==> config.mk <==
export PLATFORM = sky130hd
export DESIGN_NAME = dma_chan_status
export DESIGN_NICKNAME = d
export VERILOG_FILES = /design/src/rtl/dma_chan_status_pkg.sv /design/src/rtl/dma_chan_status_ctrl.sv /design/src/rtl/dma_chan_status_dp.sv /design/src/rtl/dma_chan_status.sv
export SDC_FILE = /design/constraint.sdc
export NUM_CORES = 1
export LEC_CHECK = 0
export BUFFER_PORTS_ARGS = -buffer_cell sky130_fd_sc_hd__clkbuf_2
export CAP_MARGIN = 20
export CELL_PAD_IN_SITES_DETAIL_PLACEMENT = 1
export CELL_PAD_IN_SITES_GLOBAL_PLACEMENT = 2
export CORE_MARGIN = 2
export CORE_UTILIZATION = 27
export CTS_CLUSTER_DIAMETER = 100
export DETAILED_ROUTE_END_ITERATION = 16
export MAX_ROUTING_LAYER = met4
export PLACE_DENSITY = 0.82
export SLEW_MARGIN = 5
export SYNTH_ARGS = -nofsm -noshare
export SYNTH_HDL_FRONTEND = slang
export SYNTH_SLANG_ARGS = --single-unit
==> constraint.sdc <==
create_clock -name clk -period 4.9 [get_ports clk]
set_input_delay 0.245 -clock clk [delete_from_list [all_inputs] [get_ports clk]]
set_output_delay 0.245 -clock clk [all_outputs]
set_load 0.02 [all_outputs]
==> src/rtl/dma_chan_status_pkg.sv <==
package dma_chan_status_pkg;

  localparam int ENABLE_POS  = 0;
  localparam int ACTIVE_POS  = 1;
  localparam int STICKY_BASE = 4;
  localparam int STICKY_NUM  = 3;
  localparam int COUNT_LSB   = 16;

  localparam int ST_END_TR  = 0;
  localparam int ST_END_BUF = 1;
  localparam int ST_DESC_LD = 2;

  typedef struct packed {
    logic loadCnt;
    logic decCnt;
    logic clrSticky;
    logic [STICKY_NUM-1:0] setSticky;
  } dpStrobe_t;

endpackage

==> src/rtl/dma_chan_status_ctrl.sv <==
module dma_chan_status_ctrl
  import dma_chan_status_pkg::*;
(
  input  logic      clk,
  input  logic      rstN,
  input  logic      ctrlWr,
  input  logic      ctrlEnBit,
  input  logic      ldNextCtl,
  input  logic      descLoad,
  input  logic      descEnBit,
  input  logic      byteStb,
  input  logic      pktStart,
  input  logic      pktEnd,
  input  logic      devEnd,
  input  logic      fifoEmpty,
  input  logic      statusRd,
  input  logic      cntIsZero,
  input  logic      cntIsOne,
  output dpStrobe_t stb,
  output logic      chanEn,
  output logic      chanAct,
  output logic      drainReq,
  output logic      nextDescReq
);

  logic draining;
  logic enNext, actNext, drainNext;
  logic byteOk, bufEnd, devEndOk, enWrite, disWrite, mustDrain;

  assign byteOk    = chanEn && byteStb && !cntIsZero;
  assign bufEnd    = byteOk && cntIsOne && !descLoad;
  assign devEndOk  = chanEn && devEnd;
  assign enWrite   = ctrlWr && ctrlEnBit;
  assign disWrite  = ctrlWr && !ctrlEnBit;
  assign mustDrain = chanEn && chanAct && !fifoEmpty;

  // Enable priority: descriptor, enable write, ends, disable write, drain done
  always_comb begin
    enNext    = chanEn;
    drainNext = draining;
    if (descLoad) begin
      enNext    = descEnBit;
      drainNext = 1'b0;
    end else if (enWrite) begin
      enNext    = 1'b1;
      drainNext = 1'b0;
    end else if (bufEnd || devEndOk) begin
      enNext    = 1'b0;
      drainNext = 1'b0;
    end else if (disWrite) begin
      if (mustDrain) begin
        drainNext = 1'b1;
      end else begin
        enNext    = 1'b0;
        drainNext = 1'b0;
      end
    end else if (draining && fifoEmpty) begin
      enNext    = 1'b0;
      drainNext = 1'b0;
    end
  end

  always_comb begin
    actNext = chanAct;
    if (pktEnd || devEndOk) begin
      actNext = 1'b0;
    end else if (pktStart && chanEn) begin
      actNext = 1'b1;
    end
  end

  always_comb begin
    stb                       = '0;
    stb.loadCnt               = descLoad;
    stb.decCnt                = byteOk && !descLoad;
    stb.clrSticky             = statusRd;
    stb.setSticky[ST_END_TR]  = devEndOk;
    stb.setSticky[ST_END_BUF] = bufEnd;
    stb.setSticky[ST_DESC_LD] = descLoad;
  end

  always_ff @(posedge clk) begin
    if (!rstN) begin
      chanEn   <= 1'b0;
      chanAct  <= 1'b0;
      draining <= 1'b0;
    end else begin
      chanEn   <= enNext;
      chanAct  <= actNext;
      draining <= drainNext;
    end
  end

  assign drainReq    = draining;
  assign nextDescReq = !chanEn && ldNextCtl;

  p_drain_keeps_en_r7 : assert property (@(posedge clk) disable iff (!rstN)
    draining |-> chanEn);

  p_drain_waits_r7 : assert property (@(posedge clk) disable iff (!rstN)
    (draining && !fifoEmpty && !descLoad && !ctrlWr && !devEnd && !byteStb) |=> chanEn);

  p_devend_stops_r5 : assert property (@(posedge clk) disable iff (!rstN)
    (chanEn && devEnd && !descLoad && !enWrite) |=> (!chanEn && !chanAct));

  p_pktend_clears_r9 : assert property (@(posedge clk) disable iff (!rstN)
    pktEnd |=> !chanAct);

  p_desc_wins_r12 : assert property (@(posedge clk) disable iff (!rstN)
    descLoad |=> (chanEn == $past(descEnBit)));

endmodule

==> src/rtl/dma_chan_status_dp.sv <==
module dma_chan_status_dp
  import dma_chan_status_pkg::*;
#(
  parameter int CNT_W = 16
) (
  input  logic                      clk,
  input  logic                      rstN,
  input  dpStrobe_t                 stb,
  input  logic [CNT_W-1:0]          descCount,
  input  logic                      chanEn,
  input  logic                      chanAct,
  output logic                      cntIsZero,
  output logic                      cntIsOne,
  output logic [COUNT_LSB+CNT_W-1:0] statusWord
);

  localparam int WORD_W = COUNT_LSB + CNT_W;

  logic [CNT_W-1:0]      cnt;
  logic [STICKY_NUM-1:0] sticky;

  always_ff @(posedge clk) begin
    if (!rstN) begin
      cnt <= '0;
    end else if (stb.loadCnt) begin
      cnt <= descCount;
    end else if (stb.decCnt) begin
      cnt <= cnt - CNT_W'(1);
    end
  end

  assign cntIsZero = (cnt == '0);
  assign cntIsOne  = (cnt == CNT_W'(1));

  for (genvar i = 0; i < STICKY_NUM; i++) begin : g_sticky
    always_ff @(posedge clk) begin
      if (!rstN) begin
        sticky[i] <= 1'b0;
      end else if (stb.setSticky[i]) begin
        sticky[i] <= 1'b1;
      end else if (stb.clrSticky) begin
        sticky[i] <= 1'b0;
      end
    end

    p_sticky_hold_r6 : assert property (@(posedge clk) disable iff (!rstN)
      (sticky[i] && !stb.clrSticky) |=> sticky[i]);

    p_set_beats_read_r6 : assert property (@(posedge clk) disable iff (!rstN)
      stb.setSticky[i] |=> sticky[i]);
  end

  always_comb begin
    statusWord = '0;
    statusWord[WORD_W-1:COUNT_LSB] = cnt;
    statusWord[ENABLE_POS] = chanEn;
    statusWord[ACTIVE_POS] = chanAct;
    statusWord[STICKY_BASE +: STICKY_NUM] = sticky;
  end

  p_cnt_step_r3 : assert property (@(posedge clk) disable iff (!rstN)
    stb.decCnt |=> (cnt == $past(cnt) - CNT_W'(1)));

  p_cnt_hold_r3 : assert property (@(posedge clk) disable iff (!rstN)
    (!stb.decCnt && !stb.loadCnt) |=> $stable(cnt));

endmodule

==> src/rtl/dma_chan_status.sv <==
module dma_chan_status
  import dma_chan_status_pkg::*;
#(
  parameter int CNT_W = 16
) (
  input  logic                      clk,
  input  logic                      rstN,
  input  logic                      ctrlWr,
  input  logic                      ctrlEnBit,
  input  logic                      ldNextCtl,
  input  logic                      descLoad,
  input  logic                      descEnBit,
  input  logic [CNT_W-1:0]          descCount,
  input  logic                      byteStb,
  input  logic                      pktStart,
  input  logic                      pktEnd,
  input  logic                      devEnd,
  input  logic                      fifoEmpty,
  input  logic                      statusRd,
  output logic [COUNT_LSB+CNT_W-1:0] statusWord,
  output logic                      drainReq,
  output logic                      nextDescReq
);

  dpStrobe_t stb;
  logic chanEn, chanAct, cntIsZero, cntIsOne;

  dma_chan_status_ctrl u_ctrl (
    .clk(clk), .rstN(rstN), .ctrlWr(ctrlWr), .ctrlEnBit(ctrlEnBit),
    .ldNextCtl(ldNextCtl), .descLoad(descLoad), .descEnBit(descEnBit),
    .byteStb(byteStb), .pktStart(pktStart), .pktEnd(pktEnd), .devEnd(devEnd),
    .fifoEmpty(fifoEmpty), .statusRd(statusRd), .cntIsZero(cntIsZero),
    .cntIsOne(cntIsOne), .stb(stb), .chanEn(chanEn), .chanAct(chanAct),
    .drainReq(drainReq), .nextDescReq(nextDescReq)
  );

  dma_chan_status_dp #(.CNT_W(CNT_W)) u_dp (
    .clk(clk), .rstN(rstN), .stb(stb), .descCount(descCount),
    .chanEn(chanEn), .chanAct(chanAct), .cntIsZero(cntIsZero),
    .cntIsOne(cntIsOne), .statusWord(statusWord)
  );

  p_idle_fetch_r10 : assert property (@(posedge clk) disable iff (!rstN)
    (nextDescReq && !descLoad && !ctrlWr) |=> !statusWord[ENABLE_POS]);

  p_reserved_zero_r11 : assert property (@(posedge clk) disable iff (!rstN)
    (statusWord[3:2] == 2'b00 && statusWord[15:7] == 9'd0));

endmodule

[Word-level counts from Yosys, hierarchy flattened]
Cells that the tools add are included.
Storage, ports and cells
  bits in latches: 0
  logic and storage cells: 55
  bits of input ports: 29
  register bits: 22
  bits in read-only memories: 0
  output and inout bits: 34
  memories kept: 0
  bits in writable memories: 0
Operators by class
  mux-type cells: 14
  bitwise gates (word level): 1
  shifts and indexed selects: 0
  equal/unequal tests: 2
  reductions and logical operators: 30
  divide/modulo/power cells: 0
  $add $sub $neg: 1
  $lt $le $gt $ge: 0
  multiply operators: 0
Operators by type and width (count)
  $mux W16: 2
  $eq A16 B1 Y1 const B: 1
  $logic_not A16 Y1: 1
  $sub A16 B1 Y16 const B: 1
  $logic_and A1 B1 Y1: 13
  $mux W1: 12
  $reduce_bool A2 Y1: 5
  $logic_not A1 Y1: 5
  $ne A5 B4 Y1 const B: 1
  $reduce_bool A5 Y1: 1
  $reduce_or A4 Y1: 1
  $logic_or A1 B1 Y1: 2
  $reduce_and A2 Y1: 1
  $reduce_or A2 Y1: 1
  $not A1 Y1: 1

[Depth between registers and ports, before layout]
  word-level depth: 9
  depth in mapped cells: 8

[Cells and area by module]
From an unflattened synthesis, not the netlist that was laid out.
Unflattened totals
  cell total of the unflattened synthesis: 164
  area, all modules: 1353.8 um2
Modules (own cells, without submodules)
  dma_chan_status_dp: area each 1107.3 um2, cells each 134, instances 1
  dma_chan_status_ctrl: area each 246.5 um2, cells each 30, instances 1

[Least setup slack after synthesis]
No wires, ideal clock.
  path kind: register to register
  start: register u_dp.cnt[0]
  end: register u_dp.cnt[0]
  slack: 2.675 ns
  buffers on the path: 2
  clock period less this slack: 2.225 ns
  data arrival time: 2.134 ns
  required time: 4.809 ns
  library setup time: 0.091 ns
  stages on the path, launching flop included: 9
  cells stage by stage: dfxtp_1 inv_1 ha_1 or4b_2 nor4_2 buf_2 buf_4 o21ai_0 a311oi_1
Between the ends
  longest elaborated chain between the ends: 5
  elaborated cells on any way between the ends: 8
RTL lines
  start, declared: line dma_chan_status_dp.sv:19  | logic [CNT_W-1:0] cnt;
  start signal, assigned: line dma_chan_status_dp.sv:26  | cnt <= descCount;
  start signal, assigned: line dma_chan_status_dp.sv:28  | cnt <= cnt - CNT_W'(1);
  parallel branches: the longest is 5 deep, another holds $sub A16 B1 Y16
Several ways; the timed one is not identified. The select of a mux whose other input is x is not followed.
A chain may end at the register's enable or synchronous reset.

[Worst setup path in the final report]
Same ends and word-level chain as after synthesis.

==> reports/results.tsv <==
metric	value	unit
place_inst	292	
path_cells	inv_1 > ha_1 > or4b_2 > nor4_2 > buf_4 > o21ai_0 > a311oi_1	
drt-wirelength-per-cell	14.3	um
yosys_warnings	0	
totalWireLength	4.22	mm
power_density	259	nW/um^2
syn_inst	182	
fin_tns_setup	0	ns
end_kind	register	
ctsHoldBuffers	0	
worst_pin_slew	0.957	ns
first_global_vias	1394	
rsz0062_at_grt	false	
io_pins	63	
cts_tree	built	
final_common_cell	clkbuf_2	
clockBufferDepth	2	
synth_cell_types	41	
io_buffers	51	
core_area	5140	um^2
cts_buffers	3	
grt_max_degree	32	
power	453	uW
postCtsSetupBuffers	0	
drive_gt1_frac	0.279	
globalRouteTotalUtil	0.147	
max_freq	363	MHz
required	5.09	ns
drtAntennaViolNets	0	
cts_resized	0	
clock_latency	0.27	ns
antenna_found_initial	0	
diodes	0	
seq_area_frac_synth	0.305	
crit_path_max_fanout	12	
final_cells	296	
synthArstFlopShare	0	
setup_viol	0	
drtIter0Drc	58	
ys.flop_type	dfxtp_1	
critPathArrivalTime	2.95	ns
hp-class	input pin to register	
grt_first_pass_wirelength	6.90	mm
relSlewSlack	0.357	
root_buffer	clkbuf_8	
leakage	0.000707	uW
start_kind	register	
globalRouteOverflowTotal	0	
gp_congestion	0.758	
die_x	77.2	um
ys_seq_elements	22	
finClkSkew	0.00858	ns
dp_hpwl	3.18	mm
num_vias	1512	
fin_crit_sh	0.563	
cts.sink_count	22	
maxCapViolCount	0	
drcViolationCount	0	
clk_pin_slew_worst_paths	0.09	ns
vias_per_cell	5.11	
crit_path_top_delay_cell	nor4_2	
synth_area	1450	um^2
synth_edf_count	0	
peakVddDrop	0.0000873	V
dieArea	5950	um^2
status	completed	
initial_utilization	0.281	
final_cell_mix	51 x clkbuf_2, 22 x dfxtp_1, 19 x o21ai_0, 13 x or3_1, 12 x a31oi_1	
finalMaxSlewViolations	0	
syn_to_final_growth	21.1	%
fin_worst_hold_slack	0.143	ns
period_needed	2.76	ns
finalHoldViolations	0	
syn_avg_cell_area	7.94	um^2
dr.pass1.iters	4	
nNetsFinal	259	
row_count	26	
dieHeight	77.2	um
path_class	register to register	
htree_levels	1	
postLayoutCoreUtil	0.341	
cpPeakStageDelay	0.74	ns
==> worst max-delay path, delay by kind of cell, from the launching register on <==
family                   cells  cell delay [ns]
buffers and inverters        2             0.40
flip-flops                   1             0.36
adder cells (fa/ha/maj)      1             0.20
AND/OR/NAND/NOR              2             1.38
AO/OA/AOI/OAI                2             0.33
==> cells in the mapped netlist (5+ instances only) <==
master	instances	area, um^2
inv_1	8	30.0
nand3_1	6	30.0
clkbuf_1	6	22.5
a21oi_1	5	25.0
nor2_1	9	33.8
or3_1	13	81.3
dfxtp_1	22	440
or4_1	8	60.1
o21ai_0	19	95.1
buf_4	14	105
a31oi_1	12	75.1
==> metal layers <==
| metal | part of all wire | vias to the layer above | track usage |
|---|---|---|---|
| met5 | 0 | - | - |
| met4 | 0.013 | 0 | 0.0536 |
| met3 | 0.044 | 5 | 0.0212 |
| met2 | 0.46 | 36 | 0.225 |
| met1 | 0.48 | 702 | 0.197 |
| li1 | - | 769 | - |
==> final timing paths <==
kind                                         from                               to  slack [ns]  depth (start not counted)
setup reg to reg         u_dp.cnt[0]$_SDFFE_PN0P_         u_dp.cnt[0]$_SDFFE_PN0P_        2.14                          7
setup / recovery         u_dp.cnt[0]$_SDFFE_PN0P_         u_dp.cnt[0]$_SDFFE_PN0P_        2.14                          7
hold / removal                             pktEnd      u_ctrl.chanAct$_SDFFE_PP0P_        0.14                          2
hold reg to reg   u_dp.statusWord[4]$_SDFFE_PN0P_  u_dp.statusWord[4]$_SDFFE_PN0P_        0.48                          2
==> logic make-up (layout without fill, tap and decap cells) <==
| kind of cell | count (synthesis) | count (layout) | synth area share |
|---|---|---|---|
| other cells | 1 | 11 | 0.00259 |
| mux | 1 | 1 | 0.00693 |
| flops | 22 | 22 | 0.305 |
| fa+ha+maj | 3 | 3 | 0.0260 |
| buf+inv | 30 | 64 | 0.116 |
| compound gates | 56 | 56 | 0.248 |
| simple gates | 69 | 69 | 0.295 |
==> layout make-up <==
type,instances,area [um^2]
fill,675,3390
multi-input combinational,140,875
sequential,22,440
timing repair buffer,52,263
tap,70,87.6
clock buffer,4,55.1
inverter,8,30.0
==> power by group <==
part           switching, uW  internal (uW)
Sequential              15.8            190
Clock                   63.9           71.8
Combinational           70.3           41.0
Total                    150            303
==> stage by stage <==
step	instance area, um^2	setup WS (ns)
floorplan	1480	2.68
global placement	1700	2.26
detailed placement	1700	2.17
CTS	1750	2.15
global route	1750	1.97
finish	1750	2.14
==> registers in the layout (all words and copies together), names as in the netlist <==
register	flops
u_dp.cnt	16
u_dp.statusWord	3
u_ctrl.drainReq	1
u_ctrl.chanEn	1
u_ctrl.chanAct	1
Power figures use the tool's default switching activity.
